File: src/rtl/psinit_pkg.sv
package psinit_pkg;

  localparam logic [7:0] OP_QUAD_EXIT = 8'hF5;
  localparam logic [7:0] OP_READ_ID   = 8'h9F;
  localparam logic [7:0] OP_FILL      = 8'hFF;
  localparam logic [7:0] OP_RST_EN    = 8'h66;
  localparam logic [7:0] OP_RST       = 8'h99;
  localparam logic [7:0] OP_QUAD_EN   = 8'h35;

  typedef enum logic [2:0] {
    SZ_NONE = 3'd0,
    SZ_1M   = 3'd1,
    SZ_2M   = 3'd2,
    SZ_4M   = 3'd3,
    SZ_8M   = 3'd4
  } size_code_e;

  typedef enum logic [2:0] {
    SQ_EXITQ, SQ_EXITQ_W, SQ_GAP_ID, SQ_ID_W, SQ_GAP_CMD, SQ_CMD_W, SQ_FIN
  } seq_state_e;

  typedef enum logic [1:0] {
    SH_IDLE, SH_LOW, SH_HIGH, SH_TAIL
  } sh_state_e;

  // Post-probe command list, issued in index order
  function automatic logic [7:0] cmd_op(input logic [1:0] idx);
    case (idx)
      2'd0:    cmd_op = OP_RST_EN;
      2'd1:    cmd_op = OP_RST;
      default: cmd_op = OP_QUAD_EN;
    endcase
  endfunction

endpackage

File: src/rtl/psinit_clkgen.sv
module psinit_clkgen #(
  parameter int HALF = 15
) (
  input  logic clk,
  input  logic rst,
  input  logic clr,
  output logic tick
);
  localparam int CW = (HALF < 2) ? 1 : $clog2(HALF);

  logic [CW-1:0] cnt;

  always_ff @(posedge clk) begin
    if (rst || clr) begin
      cnt <= '0;
    end else if (cnt == CW'(HALF - 1)) begin
      cnt <= '0;
    end else begin
      cnt <= cnt + CW'(1);
    end
  end

  assign tick = !clr && (cnt == CW'(HALF - 1));
endmodule

File: src/rtl/psinit_shifter.sv
module psinit_shifter
  import psinit_pkg::*;
#(
  parameter int HALF   = 15,
  parameter int SLOT_W = 3
) (
  input  logic              clk,
  input  logic              rst,
  input  logic              start,
  input  logic              quad,
  input  logic [SLOT_W-1:0] last_slot,
  input  logic [7:0]        tx_first,
  input  logic [7:0]        tx_fill,
  input  logic              miso,
  output logic              sck,
  output logic              cs_n,
  output logic [3:0]        dq_out,
  output logic [3:0]        dq_oe,
  output logic              rx_valid,
  output logic [SLOT_W-1:0] rx_slot,
  output logic [7:0]        rx_byte,
  output logic              fin
);
  sh_state_e         st;
  logic              tick;
  logic              quad_q;
  logic [SLOT_W-1:0] last_q;
  logic [SLOT_W-1:0] slot;
  logic [2:0]        bitcnt;
  logic [7:0]        sh_tx;
  logic [7:0]        sh_rx;
  logic [2:0]        last_bit;

  psinit_clkgen #(.HALF(HALF)) u_clkgen (
    .clk (clk),
    .rst (rst),
    .clr (st == SH_IDLE),
    .tick(tick)
  );

  assign last_bit = quad_q ? 3'd1 : 3'd7;
  assign dq_out   = quad_q ? sh_tx[7:4] : {3'b000, sh_tx[7]};
  assign rx_byte  = sh_rx;

  always_ff @(posedge clk) begin
    if (rst) begin
      st       <= SH_IDLE;
      cs_n     <= 1'b1;
      sck      <= 1'b0;
      dq_oe    <= 4'h0;
      quad_q   <= 1'b0;
      last_q   <= '0;
      slot     <= '0;
      bitcnt   <= '0;
      sh_tx    <= '0;
      sh_rx    <= '0;
      rx_valid <= 1'b0;
      rx_slot  <= '0;
      fin      <= 1'b0;
    end else begin
      rx_valid <= 1'b0;
      fin      <= 1'b0;
      case (st)
        SH_IDLE: begin
          if (start) begin
            cs_n   <= 1'b0;
            dq_oe  <= quad ? 4'hF : 4'h1;
            quad_q <= quad;
            last_q <= last_slot;
            slot   <= '0;
            bitcnt <= '0;
            sh_tx  <= tx_first;
            st     <= SH_LOW;
          end
        end
        SH_LOW: begin
          if (tick) begin
            sck   <= 1'b1;
            sh_rx <= {sh_rx[6:0], miso};
            st    <= SH_HIGH;
          end
        end
        SH_HIGH: begin
          if (tick) begin
            sck <= 1'b0;
            st  <= SH_LOW;
            if (bitcnt == last_bit) begin
              bitcnt   <= '0;
              rx_valid <= !quad_q;
              rx_slot  <= slot;
              if (slot == last_q) begin
                st <= SH_TAIL;
              end else begin
                slot  <= slot + SLOT_W'(1);
                sh_tx <= tx_fill;
              end
            end else begin
              bitcnt <= bitcnt + 3'd1;
              sh_tx  <= quad_q ? {sh_tx[3:0], 4'h0} : {sh_tx[6:0], 1'b0};
            end
          end
        end
        default: begin
          if (tick) begin
            cs_n  <= 1'b1;
            dq_oe <= 4'h0;
            fin   <= 1'b1;
            st    <= SH_IDLE;
          end
        end
      endcase
    end
  end
endmodule

File: src/rtl/psinit_size_dec.sv
module psinit_size_dec
  import psinit_pkg::*;
(
  input  logic [7:0] eid,
  output logic [2:0] code
);
  always_comb begin
    if (eid == 8'h26 || eid[7:5] == 3'd2) begin
      code = SZ_8M;
    end else if (eid[7:5] == 3'd0) begin
      code = SZ_2M;
    end else if (eid[7:5] == 3'd1) begin
      code = SZ_4M;
    end else begin
      code = SZ_1M;
    end
  end
endmodule

File: src/rtl/psram_init_seq.sv
module psram_init_seq
  import psinit_pkg::*;
#(
  parameter int         CLK_DIV    = 30,
  parameter int         GAP_CYCLES = 20,
  parameter int         ID_SLOTS   = 7,
  parameter int         KGD_SLOT   = 5,
  parameter int         EID_SLOT   = 6,
  parameter logic [7:0] KGD_VALUE  = 8'h5D
) (
  input  logic       clk,
  input  logic       rst,
  input  logic       miso,
  output logic       sck,
  output logic       cs_n,
  output logic [3:0] dq_out,
  output logic [3:0] dq_oe,
  output logic       done,
  output logic       present,
  output logic [2:0] size_code
);
  localparam int HALF   = CLK_DIV / 2;
  localparam int SLOT_W = $clog2(ID_SLOTS);
  localparam int GAP_W  = $clog2(GAP_CYCLES + 1);

  seq_state_e        st;
  logic [GAP_W-1:0]  gap_cnt;
  logic [1:0]        cmd_idx;
  logic [7:0]        kgd_q;
  logic [7:0]        eid_q;
  logic              start_q;
  logic              quad_q;
  logic [SLOT_W-1:0] last_slot_q;
  logic [7:0]        first_q;
  logic              rx_valid;
  logic [SLOT_W-1:0] rx_slot;
  logic [7:0]        rx_byte;
  logic              fin;
  logic [2:0]        dec_code;
  logic              gap_end;

  psinit_shifter #(.HALF(HALF), .SLOT_W(SLOT_W)) u_shifter (
    .clk      (clk),
    .rst      (rst),
    .start    (start_q),
    .quad     (quad_q),
    .last_slot(last_slot_q),
    .tx_first (first_q),
    .tx_fill  (OP_FILL),
    .miso     (miso),
    .sck      (sck),
    .cs_n     (cs_n),
    .dq_out   (dq_out),
    .dq_oe    (dq_oe),
    .rx_valid (rx_valid),
    .rx_slot  (rx_slot),
    .rx_byte  (rx_byte),
    .fin      (fin)
  );

  psinit_size_dec u_size_dec (
    .eid (eid_q),
    .code(dec_code)
  );

  assign gap_end = (gap_cnt == GAP_W'(GAP_CYCLES - 1));

  always_ff @(posedge clk) begin
    if (rst) begin
      st          <= SQ_EXITQ;
      gap_cnt     <= '0;
      cmd_idx     <= '0;
      kgd_q       <= '0;
      eid_q       <= '0;
      start_q     <= 1'b0;
      quad_q      <= 1'b0;
      last_slot_q <= '0;
      first_q     <= '0;
      done        <= 1'b0;
      present     <= 1'b0;
      size_code   <= SZ_NONE;
    end else begin
      start_q <= 1'b0;
      if (rx_valid && rx_slot == SLOT_W'(KGD_SLOT)) kgd_q <= rx_byte;
      if (rx_valid && rx_slot == SLOT_W'(EID_SLOT)) eid_q <= rx_byte;
      case (st)
        SQ_EXITQ: begin
          start_q     <= 1'b1;
          quad_q      <= 1'b1;
          first_q     <= OP_QUAD_EXIT;
          last_slot_q <= '0;
          st          <= SQ_EXITQ_W;
        end
        SQ_EXITQ_W: begin
          if (fin) begin
            gap_cnt <= '0;
            st      <= SQ_GAP_ID;
          end
        end
        SQ_GAP_ID: begin
          gap_cnt <= gap_cnt + GAP_W'(1);
          if (gap_end) begin
            start_q     <= 1'b1;
            quad_q      <= 1'b0;
            first_q     <= OP_READ_ID;
            last_slot_q <= SLOT_W'(ID_SLOTS - 1);
            st          <= SQ_ID_W;
          end
        end
        SQ_ID_W: begin
          if (fin) begin
            if (kgd_q == KGD_VALUE) begin
              present   <= 1'b1;
              size_code <= dec_code;
              cmd_idx   <= '0;
              gap_cnt   <= '0;
              st        <= SQ_GAP_CMD;
            end else begin
              done <= 1'b1;
              st   <= SQ_FIN;
            end
          end
        end
        SQ_GAP_CMD: begin
          gap_cnt <= gap_cnt + GAP_W'(1);
          if (gap_end) begin
            start_q     <= 1'b1;
            quad_q      <= 1'b0;
            first_q     <= cmd_op(cmd_idx);
            last_slot_q <= '0;
            st          <= SQ_CMD_W;
          end
        end
        SQ_CMD_W: begin
          if (fin) begin
            if (cmd_idx == 2'd2) begin
              done <= 1'b1;
              st   <= SQ_FIN;
            end else begin
              cmd_idx <= cmd_idx + 2'd1;
              gap_cnt <= '0;
              st      <= SQ_GAP_CMD;
            end
          end
        end
        default: st <= SQ_FIN;
      endcase
    end
  end
endmodule

File: config.mk
export PLATFORM = sky130hd
export DESIGN_NAME = psram_init_seq
export DESIGN_NICKNAME = d
export VERILOG_FILES = /design/src/rtl/psinit_pkg.sv /design/src/rtl/psinit_clkgen.sv /design/src/rtl/psinit_shifter.sv /design/src/rtl/psinit_size_dec.sv /design/src/rtl/psram_init_seq.sv
export SDC_FILE = /design/constraint.sdc
export NUM_CORES = 1
export LEC_CHECK = 0
export BUFFER_PORTS_ARGS = -buffer_cell sky130_fd_sc_hd__buf_2
export CAP_MARGIN = 30
export CORE_MARGIN = 1.5
export CORE_UTILIZATION = 60
export DETAILED_ROUTE_END_ITERATION = 10
export GPL_ROUTABILITY_DRIVEN = 1
export PLACE_DENSITY = 0.78
export SLEW_MARGIN = 10
export SYNTH_ARGS = -nofsm -noshare
export SYNTH_HDL_FRONTEND = slang
export SYNTH_HIERARCHICAL = 1
export SYNTH_SLANG_ARGS = --single-unit
File: constraint.sdc
create_clock -name clk -period 2.7 [get_ports clk]
set_clock_uncertainty 0.1 [all_clocks]
set_input_delay 0.135 -clock clk [delete_from_list [all_inputs] [get_ports clk]]
set_output_delay 0.135 -clock clk [all_outputs]
set_load 0.005 [all_outputs]
==> reports/results.tsv <==
metric	value	unit
wl_per_cell	14.8	um
syn_avg_cell_area	8.52	um2
r2r_cells	7	
dieArea	7260	um2
outcome	complete, but fails checks	
ir_drop	0.492	mV
pre_cts_ws	0.568	ns
port_buffers	17	
final_layout_size_suffix_gt1_frac	0.128	
grt_max_degree	37	
grt_pass1_wl	14.7	mm
cpPeakStageDelay	0.37	ns
clockRootBuffer	clkbuf_8	
wirelength	8.54	mm
fmax	0.463	GHz
total_power	0.00269	W
fin_ws	0.538	ns
clkTransAtPathRegs	0.08	ns
hold_depth	2	
core	6420	um2
nets	511	
antennaDiodeCount	0	
setup_viol_count_final	0	
ys_seq_elements	82	
cts_max_level	3	
fp-row-count	29	
drcViolationCount	1	
cts_buffers	9	
cp-end-kind	register	
slew_headroom	0.546	
critPathArrivalTime	2.34	ns
insertion_delay	0.35	ns
tightest_slew	0.681	ns
viasPerCell	5.97	
cts_sinks	82	
globalRouteTotalUtil	0.251	
hold_path_class	input port to register	
synth.distinct_cells	67	
violations	design-rule violations	
drv_slew	0	
fp.dieW	85.2	um
fin_crit_sh	0.801	
io_pins	18	
crit_chain	inv_1 > ha_1 > buf_4 > nor2b_1 > or2_2 > a21oi_4 > mux2i_1	
layout_common_cells	dfxtp_1, nand2_1, a21oi_1	
clk_path_buf_depth	2	
crit_type	register to register	
drt_iter0_drc	238	
fillers	567	
ys_warn_count	6	
synth_cells	476	
async_reset_ff_frac	0	
tritoncts	yes	
first_pass_iters	7	
grt_pass1_vias	3199	
dp_hpwl	6.00	mm
ant_nets	0	
worstPathRequired	2.88	ns
power_density	614	nW/um2
netlist_area	4050	um2
antenna_found_initial	0	
fin_tns_setup	0	ns
vias	3442	
synth_edf_count	0	
final_area	4390	um2
critPathMaxFanout	21	
place_area	4180	um2
gp_congestion	0.866	
hold_viol_final	0	
synth_flop_cell	dfxtp_1	
ctsResizeCount	0	
start_util	0.631	
max-cap-violations	0	
fin_crit	2.16	ns
p_leak	1.55	nW
final_common_cell	dfxtp_1	
crit_path_top_delay_cell	dfxtp_1	
fp.dieH	85.2	um
rsz0062_at_grt	no	
yosysSeqAreaShare	0.405	
area_delta_synth_final	8.30	%
start_kind	register	
overflow	0	
-- cells by family (layout without fill, tap and decap cells) --
| family | Yosys count | after routing | synth area share |
|---|---|---|---|
| AO/OA/AOI/OAI | 124 | 124 | 0.200 |
| flip-flops | 82 | 82 | 0.405 |
| multiplexers | 14 | 14 | 0.0349 |
| other | 2 | 9 | 0.00185 |
| AND/OR/NAND/NOR | 191 | 191 | 0.251 |
| XOR/XNOR | 5 | 5 | 0.0108 |
| buffers and inverters | 44 | 61 | 0.0534 |
| adder cells (fa/ha/maj) | 14 | 14 | 0.0426 |
-- where the power goes --
group | switching (W) | internal (W)
Sequential | 0.0000590 | 0.00127
Combinational | 0.000272 | 0.000192
Clock | 0.000448 | 0.000454
Total | 0.000779 | 0.00191
-- critical path, delay by kind of cell, from the launching register on --
family / cells / cell delay, ns
compound gates: 1 / 0.28
fa+ha+maj: 1 / 0.25
buf+inv: 2 / 0.32
flops: 1 / 0.37
mux: 1 / 0.23
simple gates: 2 / 0.55
-- Yosys cell counts (all sizes together), types with 3 or more instances --
library cell  number  area, um2
dfxtp             82       1640
nand2             77        289
a21oi             54        289
nor2              32        125
o21ai             21        105
nand3             20        100
inv               18       67.6
clkbuf            14       62.6
ha                13        163
mux2i             13        130
nor3              11       77.6
buf               10       72.6
a211oi             6       45.0
nand2b             6       40.0
nand4b             6       52.6
a311o              5       51.3
a31oi              5       31.3
nand3b             5       37.5
nor2b              5       31.3
o211ai             5       42.5
or3                5       36.3
and2               4       25.0
nand4              4       25.0
nand4bb            4       61.3
o21bai             4       30.0
o311ai             4       35.0
xor2               4       35.0
nor3b              3       37.5
nor4               3       18.8
o21a               3       22.5
-- cell type report --
type,instances,area (um2),area share
tap,77,96.3,0.0219
sequential,82,1640,0.374
timing repair buffer,26,155,0.0353
clock buffer,10,138,0.0313
clock inverter,6,66.3,0.0151
inverter,19,71.3,0.0162
multi-input combinational,357,2220,0.506
-- path summary, 6_finish.rpt --
| check | start | to | slack (ns) |
|---|---|---|---|
| worst max-delay path | u_shifter/st[0]$_SDFFE_PP0P_ | u_shifter/sh_tx[1]$_SDFFE_PP0P_ | 0.54 |
| worst min-delay path | rst | present$_SDFFE_PP0P_ | 0.21 |
| worst max register to register | u_shifter/st[0]$_SDFFE_PP0P_ | u_shifter/sh_tx[1]$_SDFFE_PP0P_ | 0.54 |
| worst min register to register | eid_q[4]$_SDFFE_PP0P_ | eid_q[4]$_SDFFE_PP0P_ | 0.36 |
-- stage by stage --
step / instances / utilization / hold slack, ns
after floorplan: 483 / - / 0.182
after global placement: 560 / 0.650 / 0.305
after detailed placement: 560 / 0.650 / 0.305
after CTS: 577 / 0.684 / 0.202
after global routing: 577 / 0.684 / 0.238
final: 577 / 0.684 / 0.213
-- per-layer routing --
| metal | GRT usage | part of all wire |
|---|---|---|
| met1 | 0.319 | 0.45 |
| met2 | 0.417 | 0.49 |
| met3 | 0.0516 | 0.042 |
| met4 | 0.103 | 0.016 |
| met5 | 0 | 0 |
-- state kept, by name (all words and copies together) (netlist names), 2 cells and up --
register and cells:
kgd_q 8, u_shifter/last_q 3, gap_cnt 5, u_shifter/rx_byte 8, first_q 7, u_shifter/u_clkgen/cnt 4, u_shifter/slot 3, u_shifter/bitcnt 3
u_shifter/sh_tx 8, eid_q 8, cmd_idx 2, u_shifter/rx_slot 3, u_shifter/dq_oe 2, st 3, u_shifter/st 2, size_code 3
-- timing repair --
item	4_1_cts	5_1_grt
hold endpoints to repair	1	0
hold buffers	1	0
buffers inserted	0	0
Note: power is estimated with default switching activity, not from simulation.
